==> src/rtl/kwf_pkg.sv <==
package kwf_pkg;

    typedef enum logic [1:0] {
        KW_IDLE  = 2'd0,
        KW_ARMED = 2'd1,
        KW_HOLD  = 2'd2
    } kw_state_e;

endpackage

==> src/rtl/kwf_store.sv <==
module kwf_store #(
    parameter int WORD_W = 12,
    parameter int DEPTH  = 4
) (
    input  logic              clk,
    input  logic              rst_n,
    input  logic              push,
    input  logic [WORD_W-1:0] din,
    input  logic              pop,
    output logic [WORD_W-1:0] head,
    output logic              is_empty,
    output logic              is_full
);
    localparam int AW = (DEPTH > 1) ? $clog2(DEPTH) : 1;
    localparam int PW = AW + 1;

    logic [WORD_W-1:0] mem_q [DEPTH];
    logic [PW-1:0]     wptr_q;
    logic [PW-1:0]     rptr_q;
    logic              push_ok;
    logic              pop_ok;

    // Equal indices with equal wrap bits means empty; a differing wrap bit means full.
    assign is_empty = (wptr_q == rptr_q);
    assign is_full  = (wptr_q[AW-1:0] == rptr_q[AW-1:0]) && (wptr_q[AW] != rptr_q[AW]);
    assign push_ok  = push && !is_full;
    assign pop_ok   = pop && !is_empty;
    assign head     = mem_q[rptr_q[AW-1:0]];

    always_ff @(posedge clk) begin
        if (push_ok) begin
            mem_q[wptr_q[AW-1:0]] <= din;
        end
    end

    always_ff @(posedge clk) begin
        if (!rst_n) begin
            wptr_q <= '0;
            rptr_q <= '0;
        end else begin
            if (push_ok) begin
                wptr_q <= wptr_q + PW'(1);
            end
            if (pop_ok) begin
                rptr_q <= rptr_q + PW'(1);
            end
        end
    end

endmodule

==> src/rtl/kwf_ctrl.sv <==
module kwf_ctrl
    import kwf_pkg::*;
(
    input  logic clk,
    input  logic rst_n,
    input  logic rd_enable,
    input  logic used_up,
    input  logic store_empty,
    output logic fetch
);
    kw_state_e state_q;
    kw_state_e state_d;

    // State register.
    always_ff @(posedge clk) begin
        if (!rst_n) begin
            state_q <= KW_IDLE;
        end else begin
            state_q <= state_d;
        end
    end

    // Output: the strobe is issued only from ARMED, with a request and a word available.
    always_comb begin
        fetch = 1'b0;
        unique case (state_q)
            KW_IDLE:  fetch = 1'b0;
            KW_ARMED: fetch = rd_enable && !store_empty;
            KW_HOLD:  fetch = 1'b0;
            default:  fetch = 1'b0;
        endcase
    end

    // Next state.
    always_comb begin
        state_d = state_q;
        unique case (state_q)
            KW_IDLE: begin
                if (rd_enable) begin
                    state_d = KW_ARMED;
                end
            end
            KW_ARMED: begin
                if (!rd_enable) begin
                    state_d = KW_IDLE;
                end else if (!store_empty) begin
                    state_d = KW_HOLD;
                end
            end
            KW_HOLD: begin
                if (used_up) begin
                    state_d = rd_enable ? KW_ARMED : KW_IDLE;
                end
            end
            default: state_d = KW_IDLE;
        endcase
    end

endmodule

==> src/rtl/kwf_hold.sv <==
module kwf_hold #(
    parameter int WORD_W = 12
) (
    input  logic              clk,
    input  logic              rst_n,
    input  logic              load,
    input  logic [WORD_W-1:0] din,
    output logic [WORD_W-1:0] dout
);
    always_ff @(posedge clk) begin
        if (!rst_n) begin
            dout <= '0;
        end else if (load) begin
            dout <= din;
        end
    end

endmodule

==> src/rtl/kw_fetch_store.sv <==
module kw_fetch_store #(
    parameter int WORD_W = 12,
    parameter int DEPTH  = 4
) (
    input  logic              clk,
    input  logic              rst_n,
    input  logic              wr_en,
    input  logic [WORD_W-1:0] wr_word,
    input  logic              rd_enable,
    input  logic              used_up,
    output logic              fetch_pulse,
    output logic [WORD_W-1:0] word_out,
    output logic              empty,
    output logic              full
);
    logic [WORD_W-1:0] head_w;
    logic              empty_w;
    logic              full_w;
    logic              fetch_w;

    kwf_store #(
        .WORD_W (WORD_W),
        .DEPTH  (DEPTH)
    ) store_i (
        .clk      (clk),
        .rst_n    (rst_n),
        .push     (wr_en),
        .din      (wr_word),
        .pop      (fetch_w),
        .head     (head_w),
        .is_empty (empty_w),
        .is_full  (full_w)
    );

    kwf_ctrl ctrl_i (
        .clk         (clk),
        .rst_n       (rst_n),
        .rd_enable   (rd_enable),
        .used_up     (used_up),
        .store_empty (empty_w),
        .fetch       (fetch_w)
    );

    kwf_hold #(
        .WORD_W (WORD_W)
    ) hold_i (
        .clk   (clk),
        .rst_n (rst_n),
        .load  (fetch_w),
        .din   (head_w),
        .dout  (word_out)
    );

    assign fetch_pulse = fetch_w;
    assign empty       = empty_w;
    assign full        = full_w;

endmodule

==> config.mk <==
export PLATFORM = sky130hd
export DESIGN_NAME = kw_fetch_store
export DESIGN_NICKNAME = d
export VERILOG_FILES = /design/src/rtl/kwf_pkg.sv /design/src/rtl/kwf_store.sv /design/src/rtl/kwf_ctrl.sv /design/src/rtl/kwf_hold.sv /design/src/rtl/kw_fetch_store.sv
export SDC_FILE = /design/constraint.sdc
export NUM_CORES = 1
export LEC_CHECK = 0
export BUFFER_PORTS_ARGS = -buffer_cell sky130_fd_sc_hd__buf_2
export CAP_MARGIN = 20
export CORE_UTILIZATION = 50
export CTS_CLUSTER_DIAMETER = 30
export DETAILED_ROUTE_END_ITERATION = 7
export PLACE_DENSITY = 0.73
export SLEW_MARGIN = 0
export SYNTH_ARGS = -nofsm -noshare
export SYNTH_HDL_FRONTEND = slang
export SYNTH_SLANG_ARGS = --single-unit
==> constraint.sdc <==
create_clock -name clk -period 1.7 [get_ports clk]
set_clock_uncertainty 0.2 [all_clocks]
set_input_delay 0.085 -clock clk [delete_from_list [all_inputs] [get_ports clk]]
set_output_delay 0.085 -clock clk [all_outputs]
set_load 0.01 [all_outputs]
==> metrics.md, run 1 <==
| Metric | Value |
|---|---|
| Post-Syn Area | `0.002645 sq mm` |
| Pwr/cell area | `1003 mW/mm^2` |
| Status | `finished, violations left` |
| Initial antenna violation count | `0` |
| Hold/Removal Path Class | `in -> reg` |
| Pin count of the biggest net entering global routing | `35` |
| Cell count after placement | `271` |
| Worst vdd ir | `0.5295 mV` |
| Synth cell types | `26` |
| Unrepaired setup endpoints after global routing | `yes` |
| Register area share after synthesis | `69.63%` |
| TritonCTS clock tree | `yes` |
| Net Count, Synth | `195` |
| Die X | `74.73 microns` |
| # port buffers | `31` |
| Placement row count | `26` |
| Compound-Gate Fraction of Synth Area | `5.156%` |
| Adder-Cell Fraction of Synth Area | `2.365%` |
| Core area | `0.005107 sq mm` |
| Root Driver | `clkbuf_8` |
| Critical Path RT | `1410 ps` |
| Total GRT Usage | `20.24%` |
| Fin Setup TNS | `-272.6 ps` |
| Worst setup SP type | `register` |
| Max_slew headroom | `63.00%` |
| Post-synth top area cell | `edfxtp_1` |
| Longest Clk Path Bufs | `2` |
| Total number of vias | `1,643` |
| Syn_area_per_cell | `15.29 sq um` |
| Proportion of layout cells with a drive suffix above 1 | `35.98%` |
| Synth-to-layout area growth | `29.85%` |
| Setup-failing EPs final | `19` |
| Non-filler cells in the finished layout | `309` |
| Final #Nets | `257` |
| Synth area leaders | `edfxtp_1, dfxtp_1, mux4_2` |
| DR vias/cell | `5.317` |
| Kind of critical path | `reg -> out` |
| Final ANT Viol Nets | `0` |
| Crit path arrival time | `1460 ps` |
| Failing checks | `negative setup slack` |
| First-pass GRT wire length | `7803 microns` |
| Worst-path maximum fanout | `2` |
| Slew @ Worst Pin | `555.0 ps` |
| Max-cap viol count | `0` |
| CP endpoint kind | `primary output` |
| Yosys top cell area share | `54.49%` |
| Drt wl/cell | `16.72 microns` |
| Yosys reg bits | `68` |
| Synthesized-area fraction occupied by and/or/nand/nor cells | `8.089%` |
| Fin. Hold Viols | `0` |
| Worst skew pair latency | `340 ps` |
| Total CTS buffers | `9` |
| DR iter-0 viols | `134` |
| N_diodes | `0` |
| List of most frequent post-synthesis cells | `edfxtp_1, dfxtp_1, nand2_1, nand3_1, o21ai_0` |
| Post-Synth XOR/XNOR Area | `1.987%` |
| Post-Synthesis Cells | `173` |
| H-tree Lvls | `3` |
| Final RePlAce weighted congestion | `0.7828` |
| Leakage | `1.252 nW` |
| Reg2Reg Setup Slack | `-30 ps` |
| DP Wirelength | `3025 microns` |
| Async S/R FF share, synth | `0%` |
| Fin crit period | `1743 ps` |
| Max Freq | `0.5738 GHz` |
| Die Ht | `74.73 microns` |
| Drt drc | `0` |
| Drt first pass iters | `4` |
| CTS sink count | `68` |
| Vias in the first global route | `1,632` |
| Final Slew Violations | `0` |
| Syn. warnings | `0` |
| Clock-pin slew of the registers on the worst-case setup and hold paths | `70 ps` |
| WL final | `5165 microns` |
| EDFF count, synth | `48` |
| Worst setup margin | `-42.89 ps` |
| # IOs | `32` |
| GRT overflow | `0` |
| Initial Util | `51.79%` |
| Largest family of logic cells by synthesized area | `multiplexers` |
| Part of the cycle the worst path needs | `102.5%` |
| Most frequent cell after synthesis | `edfxtp_1` |
| Top FF cell, synth | `edfxtp_1` |
| Post-synthesis mux area share | `10.22%` |
| Die area | `0.005585 sq mm` |
==> layer usage <==
metal	GRT usage [%]	part of all wire, %	vias up
met5	0	0	-
met4	10.27	2.8	0
met3	6.024	4.1	17
met2	33.33	50	49
met1	24.32	43	810
li1	-	-	767
==> flip-flops by register name (all words and copies together) (netlist names) <==
signal          flops
ctrl_i.state_q      2
store_i.mem_q      48
store_i.rptr_q      3
hold_i.dout        12
store_i.wptr_q      3
==> cell usage in the layout, fill, tap and decap left out, types with 2 or more instances in the layout <==
cell           instances
and2_4                 4
nand3_1               14
dfxtp_2                4
clkinv_1               3
buf_2                 30
a21oi_1                2
o21ai_0                7
dfxtp_1               14
o21ai_1                8
edfxtp_1              48
inv_1                  5
xor2_1                 2
buf_4                 10
ha_1                   5
clkbuf_1               2
dlygate4sd3_1         14
and2_1                 2
buf_6                  3
nand2_1               17
clkbuf_8               9
xnor2_2                2
mux4_2                12
dfxtp_4                2
buf_12                 2
==> through the flow <==
| step | utilization [%] | hold slack (ps) | area, sq um | power [W] | setup WS [ps] |
|---|---|---|---|---|---|
| global route | 67.25 | 82.51 | 3435 | 0.003560 | -91.16 |
| global placement | 57.77 | 94.83 | 2950 | 0.002157 | 62.22 |
| floorplan | - | -16.13 | 2675 | 0.002072 | 12.20 |
| CTS | 66.56 | 40.40 | 3400 | 0.003436 | -57.22 |
| detailed placement | 57.77 | 105.3 | 2950 | 0.002175 | -63.42 |
| finish | 67.25 | 54.47 | 3435 | 0.003444 | -42.89 |
==> repair_timing <==
action,in CTS,in global routing
gates cloned,1,1
endpoints found under the setup margin,13,66
pin swaps,3,4
hold endpoints to repair,51,0
setup buffers,7,0
gates resized for setup,17,6
hold buffers,14,0
==> report_power, final <==
group,switching (W),internal (W),leakage (nW)
logic,0.000162,0.000179,0.559
clock network,0.000569,0.000656,0.0859
registers,0.0000281,0.00185,0.606
==> final timing paths <==
path / startpoint / end / depth (start not counted)
max reg2reg: store_i.wptr_q[1]$_SDFFE_PN0N_ / hold_i.dout[3]$_SDFFE_PN0P_ / 6
max: store_i.wptr_q[1]$_SDFFE_PN0N_ / fetch_pulse / 5
min reg2reg: hold_i.dout[1]$_SDFFE_PN0P_ / hold_i.dout[1]$_SDFFE_PN0P_ / 2
min: rst_n / store_i.rptr_q[1]$_SDFFE_PN0P_ / 3
==> area by class of cell <==
cell class / count / area, sq um
timing repair buffer: 61 / 496.7
fill: 339 / 1673
inverter: 5 / 18.77
multi-input combinational: 90 / 804.5
clock buffer: 11 / 131.4
clock inverter: 4 / 41.29
sequential: 68 / 1854
tap: 70 / 87.58
==> critical path, cell delays in order, from the launching register on <==
cell	delay (ps)
dfxtp_2	350
xnor2_2	150
a311oi_2	260
buf_4	170
buf_12	100
buf_6	90
==> cells by family after synthesis <==
group                      count (synthesis)
DFF                                       68
and+or+nand+nor                           44
AOI/OAI and AO/OA                         23
buffers and inverters                     15
muxes                                     12
xor gates and xnor gates                   6
adders and majority gates                  5
No activity file was read; power rests on OpenSTA's default activity.
==> inputs of run 2 (changes only) <==
--- a/config.mk
+++ b/config.mk
@@ -5,6 +5,7 @@
 export SDC_FILE = /design/constraint.sdc
 export NUM_CORES = 1
 export LEC_CHECK = 0
+export ABC_AREA = 1
 export BUFFER_PORTS_ARGS = -buffer_cell sky130_fd_sc_hd__buf_2
 export CAP_MARGIN = 20
 export CORE_UTILIZATION = 50
==> metrics.md, run 2 <==
| Metric | Value |
|---|---|
| Status | `completed` |
| Root Driver | `clkbuf_8` |
| Slowest CP cell | `dlygate4sd3_1` |
| Commonest non-fill, non-tap cells in the layout | `nor2_1, edfxtp_1, nand2_1` |
| Fin util | `67.52%` |
| Register area share after synthesis | `65.28%` |
| # port buffers | `31` |
| WHS Endpoint | `store_i.wptr_q[2]$_SDFFE_PN0N_` |
| Fin. Hold Viols | `0` |
| Overall Power | `0.003451 W` |
| First-pass GRT wire length | `9480 microns` |
| Unrepaired setup endpoints after global routing | `no` |
| Reg2reg path depth | `7` |
| CP delay by family, top | `buffers and inverters` |
| Async S/R FF share, synth | `0%` |
| H-tree Lvls | `3` |
| Clock-pin slew of the registers on the worst-case setup and hold paths | `80 ps` |
| Final RePlAce weighted congestion | `0.8092` |
| Hold Path Depth | `2` |
| EDFF count, synth | `48` |
| Worst-path maximum fanout | `3` |
| Net Count, Synth | `294` |
| Worst r2r src | `store_i.wptr_q[1]$_SDFFE_PN0N_` |
| Synth cell types | `25` |
| Syn_area_per_cell | `10.37 sq um` |
| Total number of vias | `2,042` |
| Drt wl/cell | `13.94 microns` |
| Post-Synthesis Cells | `272` |
| Worst path bufs/invs | `4` |
| Total GRT Usage | `21.82%` |
| Max-cap viol count | `0` |
| Leakage | `1.493 nW` |
| Die area | `0.005947 sq mm` |
| Slew @ Worst Pin | `401.7 ps` |
| Fin Setup TNS | `0 ps` |
| Worst skew pair latency | `340 ps` |
| Drt first pass iters | `4` |
| Top FF cell, synth | `edfxtp_1` |
| WL final | `5772 microns` |
| Placement row count | `26` |
| Most frequent cell after synthesis | `nor2_1` |
| Max reg flops | `48` |
| Post-Syn Area | `0.002821 sq mm` |
| Max_slew headroom | `73.19%` |
| DP Wirelength | `3624 microns` |
| # IOs | `32` |
| Vias in the first global route | `1,930` |
| Part of the cycle the worst path needs | `95.88%` |
| Final #Nets | `361` |
| Logic pwr share | `11.9%` |
| Crit path arrival time | `1340 ps` |
| Final ANT Viol Nets | `0` |
| N_diodes | `0` |
| Proportion of layout cells with a drive suffix above 1 | `27.03%` |
| CP max stage delay | `520 ps` |
| Sw frac | `25.88%` |
| Post-synth top area cell | `edfxtp_1` |
| TritonCTS clock tree | `yes` |
| Die Ht | `77.12 microns` |
| Kind of critical path | `in -> out` |
| Cell count after placement | `377` |
| Setup-failing EPs final | `0` |
| Pin count of the biggest net entering global routing | `28` |
| Flop pwr share | `54.5%` |
| Longest Clk Path Bufs | `2` |
| Synth-to-layout area growth | `26.12%` |
| Reg2Reg Setup Slack | `130 ps` |
| Yosys reg bits | `68` |
| Final Slew Violations | `0` |
| Hold Path Origin | `store_i.wptr_q[2]$_SDFFE_PN0N_` |
| Worst setup SP type | `primary input` |
| Total CTS buffers | `9` |
| Core area | `0.005270 sq mm` |
| Critical Path RT | `1410 ps` |
| Worst vdd ir | `0.4690 mV` |
| DR iter-0 viols | `189` |
| Non-filler cells in the finished layout | `414` |
| Synth area leaders | `edfxtp_1, dfxtp_1, nor2_1` |
| List of most frequent post-synthesis cells | `nor2_1, edfxtp_1, nand2_1, inv_1, o21ai_0` |
| Syn. warnings | `0` |
| Hold/Removal Path Class | `reg -> reg` |
| CTS sink count | `68` |
| Die X | `77.12 microns` |
| Pwr/cell area | `969.8 mW/mm^2` |
| CP Depth | `7` |
| Switching Power | `0.0008932 W` |
| Max Freq | `0.6135 GHz` |
| Initial antenna violation count | `0` |
| Initial Util | `53.54%` |
| Fin crit period | `1630 ps` |
| Clk pwr share | `33.6%` |
| Commonest non-fill, non-tap cell in the layout | `nor2_1` |
| DR vias/cell | `4.932` |
| CP endpoint kind | `primary output` |
| Worst r2r dst | `store_i.mem_q[3][8]$_DFFE_PP_` |
| Yosys top cell area share | `51.09%` |
| Int Pwr | `0.002558 W` |
| GRT overflow | `0` |
| Drt drc | `0` |
| Cells along the critical path | `dlygate4sd3_1 > buf_2 > nand2_1 > nor2_2 > nand2_8 > inv_4 > buf_6` |
[run 2: power groups by stage]
| stage | Sequential (W) | Combinational, W | Clock (W) |
|---|---|---|---|
| global placement | 0.00191 | 0.000340 | 0 |
| CTS | 0.00188 | 0.000402 | 0.00120 |
| floorplan | 0.00192 | 0.000199 | 0 |
| global route | 0.00189 | 0.000457 | 0.00126 |
| detailed placement | 0.00192 | 0.000342 | 0 |
| finish | 0.00188 | 0.000412 | 0.00116 |
[run 2: kinds of logic after synthesis]
kind of cell               share of synthesized area (%)
AOI/OAI and AO/OA                                  8.027
and+or+nand+nor                                    17.34
DFF                                                65.28
adders and majority gates                          2.217
buffers and inverters                              6.519
xor gates and xnor gates                          0.6210
[run 2: worst max path at each step]
| stage | startpoint | to | slack (ps) |
|---|---|---|---|
| floorplan | store_i.rptr_q[0]$_SDFFE_PN0P_ | store_i.mem_q[0][0]$_DFFE_PP_ | -110 |
| global placement | store_i.wptr_q[1]$_SDFFE_PN0N_ | store_i.mem_q[3][1]$_DFFE_PP_ | 70 |
| detailed placement | store_i.wptr_q[1]$_SDFFE_PN0N_ | store_i.mem_q[3][6]$_DFFE_PP_ | 30 |
| CTS | store_i.wptr_q[1]$_SDFFE_PN0N_ | fetch_pulse | 8 |
| global route | rd_enable | fetch_pulse | 2 |
| finish | rd_enable | fetch_pulse | 70 |
[run 2: area by class of cell]
cell class	instances	area, sq um
Clock buffer	9	123.9
Clock inverter	7	51.30
Fill cell	391	1712
Inverter	29	113.9
Multi-Input combinational cell	165	828.3
Sequential cell	68	1852
Tap cell	70	87.58
Timing Repair Buffer	66	501.7
[run 2: layer usage]
metal  share of wire, %  GRT usage [%]  up-vias
li1                   -              -     1036
met1                 46          28.90      902
met2                 44          30.88       88
met3                6.9          7.143       16
met4                3.2          13.21        0
met5                  0              0        -
[run 2: repair_timing]
action                                 in CTS  in global routing
endpoints found under the hold margin      67                  0
hold buffers                               16                  0
pin swaps                                   2                  2
gates cloned                                1                  0
buffers inserted                            4                  0
setup endpoints to repair                   2                 33
resized for setup                           6                  8
[run 2: stage by stage]
step	cell area, sq um	worst slack, ps	hold WS (ps)
2_1_floorplan	2831	-113.5	-16.13
3_3_place_gp	3152	67.03	116.0
3_5_place_dp	3152	26.58	117.3
4_1_cts	3542	7.858	289.0
5_1_grt	3558	1.707	303.2
6_report	3558	70.06	301.2
[run 2: tightest hold or removal path: stages (launching register included)]
cell and delay [ps]:
dfxtp_2 350, nand2_1 70, a21oi_1 50
==> inputs of run 3 (changes only) <==
--- a/config.mk
+++ b/config.mk
@@ -6,13 +6,16 @@
 export NUM_CORES = 1
 export LEC_CHECK = 0
 export ABC_AREA = 1
+export ABC_CLOCK_PERIOD_IN_PS = 1700
 export BUFFER_PORTS_ARGS = -buffer_cell sky130_fd_sc_hd__buf_2
 export CAP_MARGIN = 20
+export CORE_ASPECT_RATIO = 0.75
 export CORE_UTILIZATION = 50
 export CTS_CLUSTER_DIAMETER = 30
 export DETAILED_ROUTE_END_ITERATION = 7
-export PLACE_DENSITY = 0.73
+export PLACE_DENSITY = 0.72
 export SLEW_MARGIN = 0
 export SYNTH_ARGS = -nofsm -noshare
 export SYNTH_HDL_FRONTEND = slang
+export SYNTH_HIERARCHICAL = 1
 export SYNTH_SLANG_ARGS = --single-unit
==> metrics.md, run 3 <==
| Metric | Value |
|---|---|
| Status | `finished, violations left` |
| Failing checks | `negative setup slack` |
| Reg2reg path depth | `13` |
| Syn. warnings | `6` |
| Reg2Reg Setup Slack | `-20 ps` |
| Synth cell types | `19` |
| Kind of critical path | `reg -> reg` |
| # port buffers | `31` |
| Net Count, Synth | `306` |
| Overall Power | `0.003772 W` |
| Hold Path Depth | `2` |
| Part of the cycle the worst path needs | `100.9%` |
| Clock-pin slew of the registers on the worst-case setup and hold paths | `70 ps` |
| Total number of vias | `2,152` |
| Vias in the first global route | `1,867` |
| DR vias/cell | `4.902` |
| Cell count after placement | `399` |
| Async S/R FF share, synth | `0%` |
| Syn_area_per_cell | `10.10 sq um` |
| Final Slew Violations | `0` |
| Die X | `89.45 microns` |
| Drt wl/cell | `13.83 microns` |
| Drt first pass iters | `4` |
| Setup-failing EPs final | `10` |
| Leakage | `1.668 nW` |
| Die Ht | `67.59 microns` |
| Crit path from | `store_i/rptr_q[1]$_SDFFE_PN0P_` |
| TritonCTS clock tree | `yes` |
| Final #Nets | `381` |
| Max-cap viol count | `0` |
| Post-Syn Area | `0.002868 sq mm` |
| Worst vdd ir | `0.6091 mV` |
| Max reg flops | `48` |
| Total CTS buffers | `9` |
| Pin count of the biggest net entering global routing | `25` |
| Pwr/cell area | `973.5 mW/mm^2` |
| Total GRT Usage | `21.22%` |
| Worst r2r src | `store_i/rptr_q[1]$_SDFFE_PN0P_` |
| Worst setup SP type | `register` |
| Post-Synthesis Cells | `284` |
| Max Freq | `0.5828 GHz` |
| Final ANT Viol Nets | `0` |
| Hold slack | `268.8 ps` |
| Placement row count | `23` |
| Fin. Hold Viols | `0` |
| # IOs | `32` |
| First-pass GRT wire length | `9004 microns` |
| CP endpoint kind | `register` |
| Unrepaired setup endpoints after global routing | `yes` |
| Crit path arrival time | `1750 ps` |
| Drt drc | `0` |
| Initial antenna violation count | `0` |
| Worst setup margin | `-15.75 ps` |
| Root Driver | `clkbuf_8` |
| Hold/Removal Path Class | `reg -> reg` |
| WL final | `6070 microns` |
| Hold Path Origin | `hold_i/dout[11]$_SDFFE_PN0P_` |
| DR iter-0 viols | `135` |
| CTS sink count | `70` |
| Proportion of layout cells with a drive suffix above 1 | `32.97%` |
| Initial Util | `52.73%` |
| List of most frequent post-synthesis cells | `nor2_1, edfxtp_1, nand2_1, inv_1, o21ai_0` |
| Commonest non-fill, non-tap cells in the layout | `nor2_1, edfxtp_1, buf_2` |
| Max_slew headroom | `72.82%` |
| Final RePlAce weighted congestion | `0.6917` |
| DP Wirelength | `3487 microns` |
| Yosys reg bits | `70` |
| EDFF count, synth | `48` |
| Critical Path RT | `1740 ps` |
| Worst skew pair latency | `340 ps` |
| Commonest non-fill, non-tap cell in the layout | `nor2_1` |
| Fin crit period | `1716 ps` |
| Worst-path maximum fanout | `5` |
| Most frequent cell after synthesis | `nor2_1` |
| GRT overflow | `0` |
| Non-filler cells in the finished layout | `439` |
| Yosys top cell area share | `50.26%` |
| Die area | `0.006045 sq mm` |
| Register area share after synthesis | `65.62%` |
| Longest Clk Path Bufs | `2` |
| N_diodes | `0` |
| Top FF cell, synth | `edfxtp_1` |
| Core area | `0.005439 sq mm` |
| Slew @ Worst Pin | `407.6 ps` |
| Synth area leaders | `edfxtp_1, dfxtp_1, nor2_1` |
| Post-synth top area cell | `edfxtp_1` |
| WHS Endpoint | `hold_i/dout[11]$_SDFFE_PN0P_` |
| H-tree Lvls | `3` |
| Synth-to-layout area growth | `35.12%` |
| Worst r2r dst | `hold_i/dout[9]$_SDFFE_PN0P_` |
[run 3: area by class of cell]
| cell class | count | area (sq um) |
|---|---|---|
| flip-flops and latches | 70 | 1892 |
| fillers | 385 | 1564 |
| multi-input cells | 168 | 899.6 |
| repair buffers | 73 | 635.6 |
| inverters | 37 | 141.4 |
| clock buffers | 9 | 123.9 |
| well taps | 75 | 93.84 |
| clock inverters | 7 | 88.84 |
[run 3: through the flow]
| stage | utilization, % | cell area, sq um | setup WS [ps] | TNS (ps) |
|---|---|---|---|---|
| after floorplan | - | 2879 | -49.31 | -1775 |
| after CTS | 67.72 | 3684 | 1.270 | 0 |
| after global placement | 60.13 | 3271 | 31.96 | 0 |
| after detailed placement | 60.13 | 3271 | 10.29 | 0 |
| after global routing | 71.24 | 3875 | -93.54 | -765.0 |
| final | 71.24 | 3875 | -15.75 | -67.39 |
[run 3: power breakdown]
group | total, W | switching, W | internal, W
sequential | 0.00192 | 0.0000262 | 0.00190
combinational | 0.000430 | 0.000238 | 0.000193
clock | 0.00142 | 0.000606 | 0.000815
total | 0.00377 | 0.000869 | 0.00290
[run 3: how the worst max path moves through the flow]
stage	endpoint	slack, ps	cells after the start
floorplan	store_i/mem_q[0][0]$_DFFE_PP_	-50	6
global placement	hold_i/dout[7]$_SDFFE_PN0P_	30	12
detailed placement	hold_i/dout[7]$_SDFFE_PN0P_	10	12
CTS	fetch_pulse	1	9
global route	store_i/rptr_q[2]$_SDFFE_PN0P_	-90	14
finish	hold_i/dout[9]$_SDFFE_PN0P_	-20	13
[run 3: what timing repair did]
action,in CTS,in global routing
setup endpoints to repair,13,56
gates cloned,0,3
buffers inserted,3,2
pin swaps,3,29
hold endpoints to repair,70,0
hold buffers,16,0
gates resized for setup,8,41
[run 3: critical path: stages (launching register included)]
cell       delay, ps
dfxtp_2          340
inv_1             50
nand2_2           70
nand2_2           90
nand3_4          100
inv_2             50
nor2_2           100
nand2_2           90
inv_4             90
buf_6            140
clkbuf_16        150
nand2_2           40
nand2_1           50
nor2_1            50
[run 3: cells by family after synthesis]
family | Yosys count | synth area share, %
flip-flops | 70 | 65.62
AND/OR/NAND/NOR | 119 | 17.10
adder cells (fa/ha/maj) | 5 | 2.182
AO/OA/AOI/OAI | 44 | 8.333
buffers and inverters | 46 | 6.762
[run 3: layer usage]
layer / global-route usage (%) / up-vias / wire [microns]
li1: - / 1083 / -
met1: 28.84 / 990 / 2810
met2: 31.11 / 70 / 2826
met3: 7.579 / 9 / 338
met4: 8.333 / 0 / 95
met5: 0 / - / 0
